===== config.mk =====
export PLATFORM = sky130hd
export DESIGN_NAME = tbdec_unit
export DESIGN_NICKNAME = d
export VERILOG_FILES = /design/src/rtl/tbdec_pkg.sv /design/src/rtl/tbdec_rst_sync.sv /design/src/rtl/tbdec_base.sv /design/src/rtl/tbdec_down.sv /design/src/rtl/tbdec_unit.sv
export SDC_FILE = /design/constraint.sdc
export NUM_CORES = 1
export LEC_CHECK = 0
export BUFFER_PORTS_ARGS = -buffer_cell sky130_fd_sc_hd__clkbuf_2
export CORE_UTILIZATION = 59
export DETAILED_ROUTE_END_ITERATION = 8
export GPL_ROUTABILITY_DRIVEN = 0
export PLACE_DENSITY_LB_ADDON = 0.15
export SKIP_LAST_GASP = 1
export SLEW_MARGIN = 20
export SYNTH_ARGS = -nofsm -noshare
export SYNTH_HDL_FRONTEND = slang
export SYNTH_SLANG_ARGS = --single-unit

===== constraint.sdc =====
create_clock -name clk -period 8.35 [get_ports clk]
set_input_delay 1.67 -clock clk [delete_from_list [all_inputs] [get_ports clk]]
set_output_delay 1.67 -clock clk [all_outputs]
set_load 0.1 [all_outputs]

===== src/rtl/tbdec_pkg.sv =====
package tbdec_pkg;
  localparam int unsigned WORD_W   = 32;
  localparam logic [WORD_W-1:0] RTC_MASK_DEF = 32'h3FFF_FF80;
endpackage


===== src/rtl/tbdec_rst_sync.sv =====
module tbdec_rst_sync #(
  parameter int unsigned STAGES = 2
) (
  input  logic clk,
  input  logic rst_n,
  output logic rst_n_sync
);
  logic [STAGES-1:0] sync_q;

  always_ff @(posedge clk or negedge rst_n) begin
    if (!rst_n) sync_q <= '0;
    else        sync_q <= {sync_q[STAGES-2:0], 1'b1};
  end

  assign rst_n_sync = sync_q[STAGES-1];
endmodule


===== src/rtl/tbdec_base.sv =====
module tbdec_base #(
  parameter int unsigned HALF_W = 32,
  parameter logic [HALF_W-1:0] RTC_MASK = '1
) (
  input  logic              clk,
  input  logic              rst_n,
  input  logic              tick_en,
  input  logic              run,
  input  logic              lo_wr,
  input  logic              hi_wr,
  input  logic              rtc_wr,
  input  logic [HALF_W-1:0] wdata,
  output logic [HALF_W-1:0] lo,
  output logic [HALF_W-1:0] hi
);
  logic [HALF_W-1:0] lo_q, lo_d, hi_q, hi_d;
  logic              any_wr, step;

  always_comb begin
    any_wr = lo_wr | hi_wr | rtc_wr;
    step   = run & tick_en & ~any_wr;
    lo_d   = lo_q;
    hi_d   = hi_q;
    if (step) begin
      lo_d = lo_q + 1'b1;
      if (&lo_q) hi_d = hi_q + 1'b1;
    end
    if (lo_wr)       lo_d = wdata;
    else if (rtc_wr) lo_d = wdata & RTC_MASK;
    if (hi_wr)       hi_d = wdata;
  end

  always_ff @(posedge clk or negedge rst_n) begin
    if (!rst_n) begin
      lo_q <= '0;
      hi_q <= '0;
    end else begin
      lo_q <= lo_d;
      hi_q <= hi_d;
    end
  end

  assign lo = lo_q;
  assign hi = hi_q;
endmodule


===== src/rtl/tbdec_down.sv =====
module tbdec_down #(
  parameter int unsigned W = 32
) (
  input  logic         clk,
  input  logic         rst_n,
  input  logic         tick_en,
  input  logic         wr,
  input  logic [W-1:0] wdata,
  input  logic         ack,
  output logic [W-1:0] count,
  output logic         irq
);
  logic [W-1:0] cnt_q, cnt_d;
  logic         irq_q, irq_d, raise;

  always_comb begin
    cnt_d = cnt_q;
    raise = 1'b0;
    if (wr) begin
      cnt_d = wdata;
      raise = wdata[W-1] & ~cnt_q[W-1];
    end else if (tick_en) begin
      if (cnt_q == '0) begin
        cnt_d = '1;
        raise = 1'b1;
      end else begin
        cnt_d = cnt_q - 1'b1;
      end
    end
    irq_d = raise | (irq_q & ~ack);
  end

  always_ff @(posedge clk or negedge rst_n) begin
    if (!rst_n) begin
      cnt_q <= '1;
      irq_q <= 1'b0;
    end else begin
      cnt_q <= cnt_d;
      irq_q <= irq_d;
    end
  end

  assign count = cnt_q;
  assign irq   = irq_q;
endmodule


===== src/rtl/tbdec_unit.sv =====
module tbdec_unit
  import tbdec_pkg::*;
#(
  parameter int unsigned W       = WORD_W,
  parameter bit          HDEC_ON = 1'b1,
  parameter logic [W-1:0] RTC_MASK = RTC_MASK_DEF
) (
  input  logic         clk,
  input  logic         rst_n,
  input  logic         tick_en,
  input  logic         tb_run,
  input  logic         tbl_wr,
  input  logic         tbu_wr,
  input  logic         rtc_wr,
  input  logic         dec_wr,
  input  logic         hdec_wr,
  input  logic [W-1:0] wr_data,
  input  logic         dec_ack,
  input  logic         hdec_ack,
  output logic [W-1:0] tb_lo,
  output logic [W-1:0] tb_hi,
  output logic [W-1:0] rtc_lo,
  output logic [W-1:0] dec_val,
  output logic [W-1:0] hdec_val,
  output logic         dec_irq,
  output logic         hdec_irq
);
  logic rst_n_i;

  tbdec_rst_sync #(.STAGES(2)) u_rst (
    .clk(clk), .rst_n(rst_n), .rst_n_sync(rst_n_i)
  );

  tbdec_base #(.HALF_W(W), .RTC_MASK(RTC_MASK)) u_base (
    .clk(clk), .rst_n(rst_n_i), .tick_en(tick_en), .run(tb_run),
    .lo_wr(tbl_wr), .hi_wr(tbu_wr), .rtc_wr(rtc_wr), .wdata(wr_data),
    .lo(tb_lo), .hi(tb_hi)
  );

  assign rtc_lo = tb_lo & RTC_MASK;

  tbdec_down #(.W(W)) u_dec (
    .clk(clk), .rst_n(rst_n_i), .tick_en(tick_en), .wr(dec_wr),
    .wdata(wr_data), .ack(dec_ack), .count(dec_val), .irq(dec_irq)
  );

  generate
    if (HDEC_ON) begin : g_hdec
      tbdec_down #(.W(W)) u_hdec (
        .clk(clk), .rst_n(rst_n_i), .tick_en(tick_en), .wr(hdec_wr),
        .wdata(wr_data), .ack(hdec_ack), .count(hdec_val), .irq(hdec_irq)
      );
    end else begin : g_no_hdec
      assign hdec_val = '0;
      assign hdec_irq = 1'b0;
    end
  endgenerate
endmodule


* Yosys cells after proc, flatten, opt, wreduce, memory -nomap -nowiden
Index checks and enable logic that the tools add are counted.
Storage, ports and cells: memories kept 0, bits in registers 132, output and inout bits 162, memory bits (read-only) 0, word-level logic and storage cells 53, bits in writable memories 0, latch bits 0
Cells by class: shift operators 0, equal/unequal tests 0, div/mod/pow operators 0, multiply operators 0, add/subtract/negate cells 4, order comparisons 0, mux-type cells 18, bitwise logic cells 15, reduce and logical (&&, ||, !) cells 9
Operator list (number):
- 32-bit 2-to-1 mux | 12
- 32-bit by 1-bit adder with 32-bit output (second input constant) | 2
- 32-bit logical NOT | 2
- 32-bit by 1-bit subtractor with 32-bit output (second input constant) | 2
- 32-bit AND reduction | 1
- 2-bit nonzero test | 4
- 1-bit AND | 6
- 1-bit 2-to-1 mux | 6
- 1-bit NOT | 5
- 1-bit OR | 4
- 3-bit nonzero test | 1
- 2-bit AND reduction | 1

* Longest topological paths before layout
depth in word-level cells 7, depth in mapped cells 9, mapped depth without buffers 8

* Cells and area by module
A second synthesis with hierarchy kept.
Second synthesis, totals: cells, all modules 1061, area, all modules 8952.3 sq um
By module, submodules not included:
- tbdec_base | times used 1, cells each 460, area each 3882.5 sq um
- tbdec_down (g_hdec.u_hdec) | times used 1, cells each 284, area each 2403.6 sq um
- tbdec_down (u_dec) | times used 1, cells each 281, area each 2368.5 sq um
- tbdec_unit | times used 1, cells each 33, area each 244.0 sq um
- tbdec_rst_sync | times used 1, cells each 3, area each 53.8 sq um

* Worst setup path before layout
Ideal clock, no wire load.
kind input -> register, start point input tick_en, end point register u_base.lo_q[26] (netlist: u_base.lo[26]), path slack 4880 ps, data arrival time 3393 ps, stages on the path 7, setup time 78 ps, path through buf_2 nand3b_2 or4_1 nor4_1 nand3_1 xor2_1 a21oi_1
Between the ends: word-level cells in the longest chain between the ends 3
Ends and longest elaborated chain:
- from (decl) | line tbdec_unit.sv:10 | input logic tick_en,
- 1-bit AND (2 in series) | line tbdec_base.sv:21 | step = run & tick_en & ~any_wr;
- 3-bit nonzero test (no line)
- to (signal assigned) | line tbdec_base.sv:38 | lo_q <= lo_d;
- to (decl) | line tbdec_base.sv:16 | logic [HALF_W-1:0] lo_q, lo_d, hi_q, hi_d;
Every way passes these cells. A chain may end at the register's enable or synchronous reset.

* Final worst setup path
start point input tbu_wr, end point register u_base.hi_q[17] (netlist: u_base.hi[17])
Between the ends: word-level cells in the longest chain between the ends 6
Ends and longest elaborated chain:
- from (decl) | line tbdec_unit.sv:13 | input logic tbu_wr,
- 1-bit OR (2 in series) | line tbdec_base.sv:20 | any_wr = lo_wr | hi_wr | rtc_wr;
- 1-bit NOT | line tbdec_base.sv:21
- 1-bit AND | line tbdec_base.sv:21
- 2-bit nonzero test (no line)
- 2-bit AND reduction (no line)
- to (signal assigned) | line tbdec_base.sv:39 | hi_q <= hi_d;
- to (decl) | line tbdec_base.sv:16
Parallel ways exist; a longest one is shown, timed or not.

==> results.toml <==
[power]
p_int_uw = 1280
power_switching_uw = 1070
comb_power_share_pct = 34.9
clock_power_share_pct = 30.1
switching_share_pct = 45.6
peakVddDrop_v = 0.000153
cellLeakagePower_uw = 0.00425
power_density_nw_per_um2 = 235
seqPwrFrac_pct = 35.0

[global_routing]
grt_pass1_wl_mm = 41.3
overflow = 0
track_usage_pct = 36.3
antenna_found_initial = 0
grt_max_degree = 99
first_global_vias = 7652

[placement]
port_buffers = 195
dp.cells = 1358
dpl-instance-area_um2 = 9440
dp_hpwl_mm = 18.7

[clock_tree]
cts_setup_buffers = 0
ctsHtreeMaxLevel = 4
cts_tree = "built"
ctsHoldBuffers = 0
cts_max_path_buffers = 2
clk_pin_slew_ns = 0.06
cts_root_buffer = "clkbuf_16"
cts_buffers = 17
clk_latency_ns = 0.43
clkSinkCount = 132
cts-resized-gates = 0

[finish]
final_cells = 1390
drive_above_1_share_pct = 27.3
fillers = 1182
num-nets-final = 1246
fin_util_pct = 70.9
syn_to_final_growth_pct = 15.8
antenna_cells = 0
fin_area_um2 = 10000

[yosys]
yosys-top-cells-area = "dfrtp_1 (20%), dfstp_2 (19%), nand2_1 (6.6%)"
syn_area_per_cell_um2 = 8.15
yosysTopAreaCellShare_pct = 19.7
synth_cell_types = 72
synthTopCellsByCount = "nand2_1 (152), a21oi_1 (88), nor2_1 (88), o21ai_0 (82), dfrtp_1 (68)"
ys_seq_area_share_pct = 39.2
ys_ff_latch = 132
synth_enable_flop_cells = 0
syn_inst = 1059
async_flop_share_pct = 100
synth_warnings = 0
synthesis.area_um2 = 8640
synth-main-ff-cell = "dfrtp_1"
synth_top_area_cell = "dfrtp_1"
synth_most_common_cell = "nand2_1"

[status]
status = "finished clean"

[die]
design.core.area_um2 = 14100
start_util_pct = 61.3
dieArea_um2 = 15100
die_x_um = 123
ios = 205
fp.dieH_um = 123
rows = 43

[routing]
via_per_inst = 6.31
drt_pass1_iterations = 5
antenna_left = 0
drt_iter0_drc = 1016
num_vias = 8776
route.detailed.drc = 0
wirelength_mm = 27.2
wl_per_cell_um = 19.6

[min_path]
hp-class = "flop to flop"

[sta]
min_period_ns = 4.37
slew_viol_final = 0
setup_viol = 0
max_slew_margin_pct = 29.0
rsz0062_at_grt = "false"
max_freq_ghz = 0.229
finalHoldViolCount = 0
max_slew.worst_pin.slew_ns = 1.06
fin_crit_sh_pct = 52.4
finalSetupTns_ns = 0
skew_ns = 0.00607

[setup_path]
crit_family = "simple AND/OR/NAND/NOR gates"
cp_data_arrival_time_ns = 4.66
path_buf_inv = 2
crit_path_start_kind = "primary input"
crit_fanout = 59
cp-end-kind = "flop"
worstSetupPathType = "primary input to flop"
cpPeakStageDelay_ns = 0.58
cp.required_ns = 8.64
crit_path_top_delay_cell = "and2_1"
crit_chain = "clkbuf_2 -> nand3b_2 -> nor3_2 -> nand4_1 -> buf_4 -> and2_1 -> o21ai_0 -> o221ai_1"

[flow_run]
maxCapViolCount = 0
registers in the layout (all words and copies together), names as in the netlist:
name	count
u_base.lo	32
u_base.hi	32
u_dec.irq	1
u_rst.sync_q	2
u_dec.count	32
g_hdec.u_hdec.count	32
g_hdec.u_hdec.irq	1
cell type report:
type                    instances  area [um^2]  area share [%]
well taps                     180          225            2.25
multi-input cells             823         4730            47.3
flip-flops and latches        132         3390            33.9
repair buffers                200         1010            10.1
clock buffers                  22          474            4.74
clock inverters                10         81.3           0.813
inverters                      23         86.3           0.863
power groups by stage:
stage               registers, uW  clock network [uW]  logic (uW)
detailed placement            830                   0         816
global placement              829                   0         809
finish                        824                 709         821
floorplan                    1240                   0         269
CTS                           821                 713         818
global route                  836                 737         854
cells in the final DEF, fill, tap and decap left out, types with 21 or more instances in the layout:
cell	n
a21oi_1	88
nand2_1	152
nor4_1	25
nor2_1	87
o21ai_0	82
dfrtp_1	67
inv_1	23
and3_1	21
nor3_1	42
clkbuf_2	193
dfstp_2	64
nand3_1	41
layer usage:
layer | track usage [%] | routed length [um]
met1 | 49.7 | 11200
met2 | 56.5 | 12500
met3 | 7.10 | 2580
met4 | 14.8 | 982
met5 | 0 | 0
final timing paths:
path                                           startpoint                   endpoint  slack [ns]  depth (start not counted)
worst max-delay path                               tbu_wr  u_base.hi[17]$_DFFE_PN0P_        3.98                          8
worst min-delay path            u_rst.sync_q[0]$_DFF_PN0_  u_rst.sync_q[1]$_DFF_PN0_        0.35                          0
worst max register to register   u_base.lo[0]$_DFFE_PN0P_  u_base.hi[31]$_DFFE_PN0P_        5.34                          8
worst min register to register  u_rst.sync_q[0]$_DFF_PN0_  u_rst.sync_q[1]$_DFF_PN0_        0.35                          0
max in group asynchronous       u_rst.sync_q[1]$_DFF_PN0_  u_base.lo[23]$_DFFE_PN0P_        6.54                          1
min in group asynchronous       u_rst.sync_q[1]$_DFF_PN0_   u_base.hi[3]$_DFFE_PN0P_        0.39                          0
through the flow:
stage	setup slack [ns]	hold WS [ns]	power, uW
after detailed placement	3.60	0.338	1650
after floorplan	4.51	0.331	1510
after global routing	3.62	0.364	2430
final	3.98	0.352	2350
after global placement	3.70	0.343	1640
after CTS	4.05	0.359	2350
logic make-up after synthesis:
kind of cell / synth area share (%)
muxes: 2.23
AOI/OAI and AO/OA: 19.5
and+or+nand+nor: 28.2
DFF: 39.2
other: 0.0870
xor gates and xnor gates: 3.25
buffers and inverters: 6.65
adders and majority gates: 0.869
No activity file was read; power rests on OpenSTA's default activity.
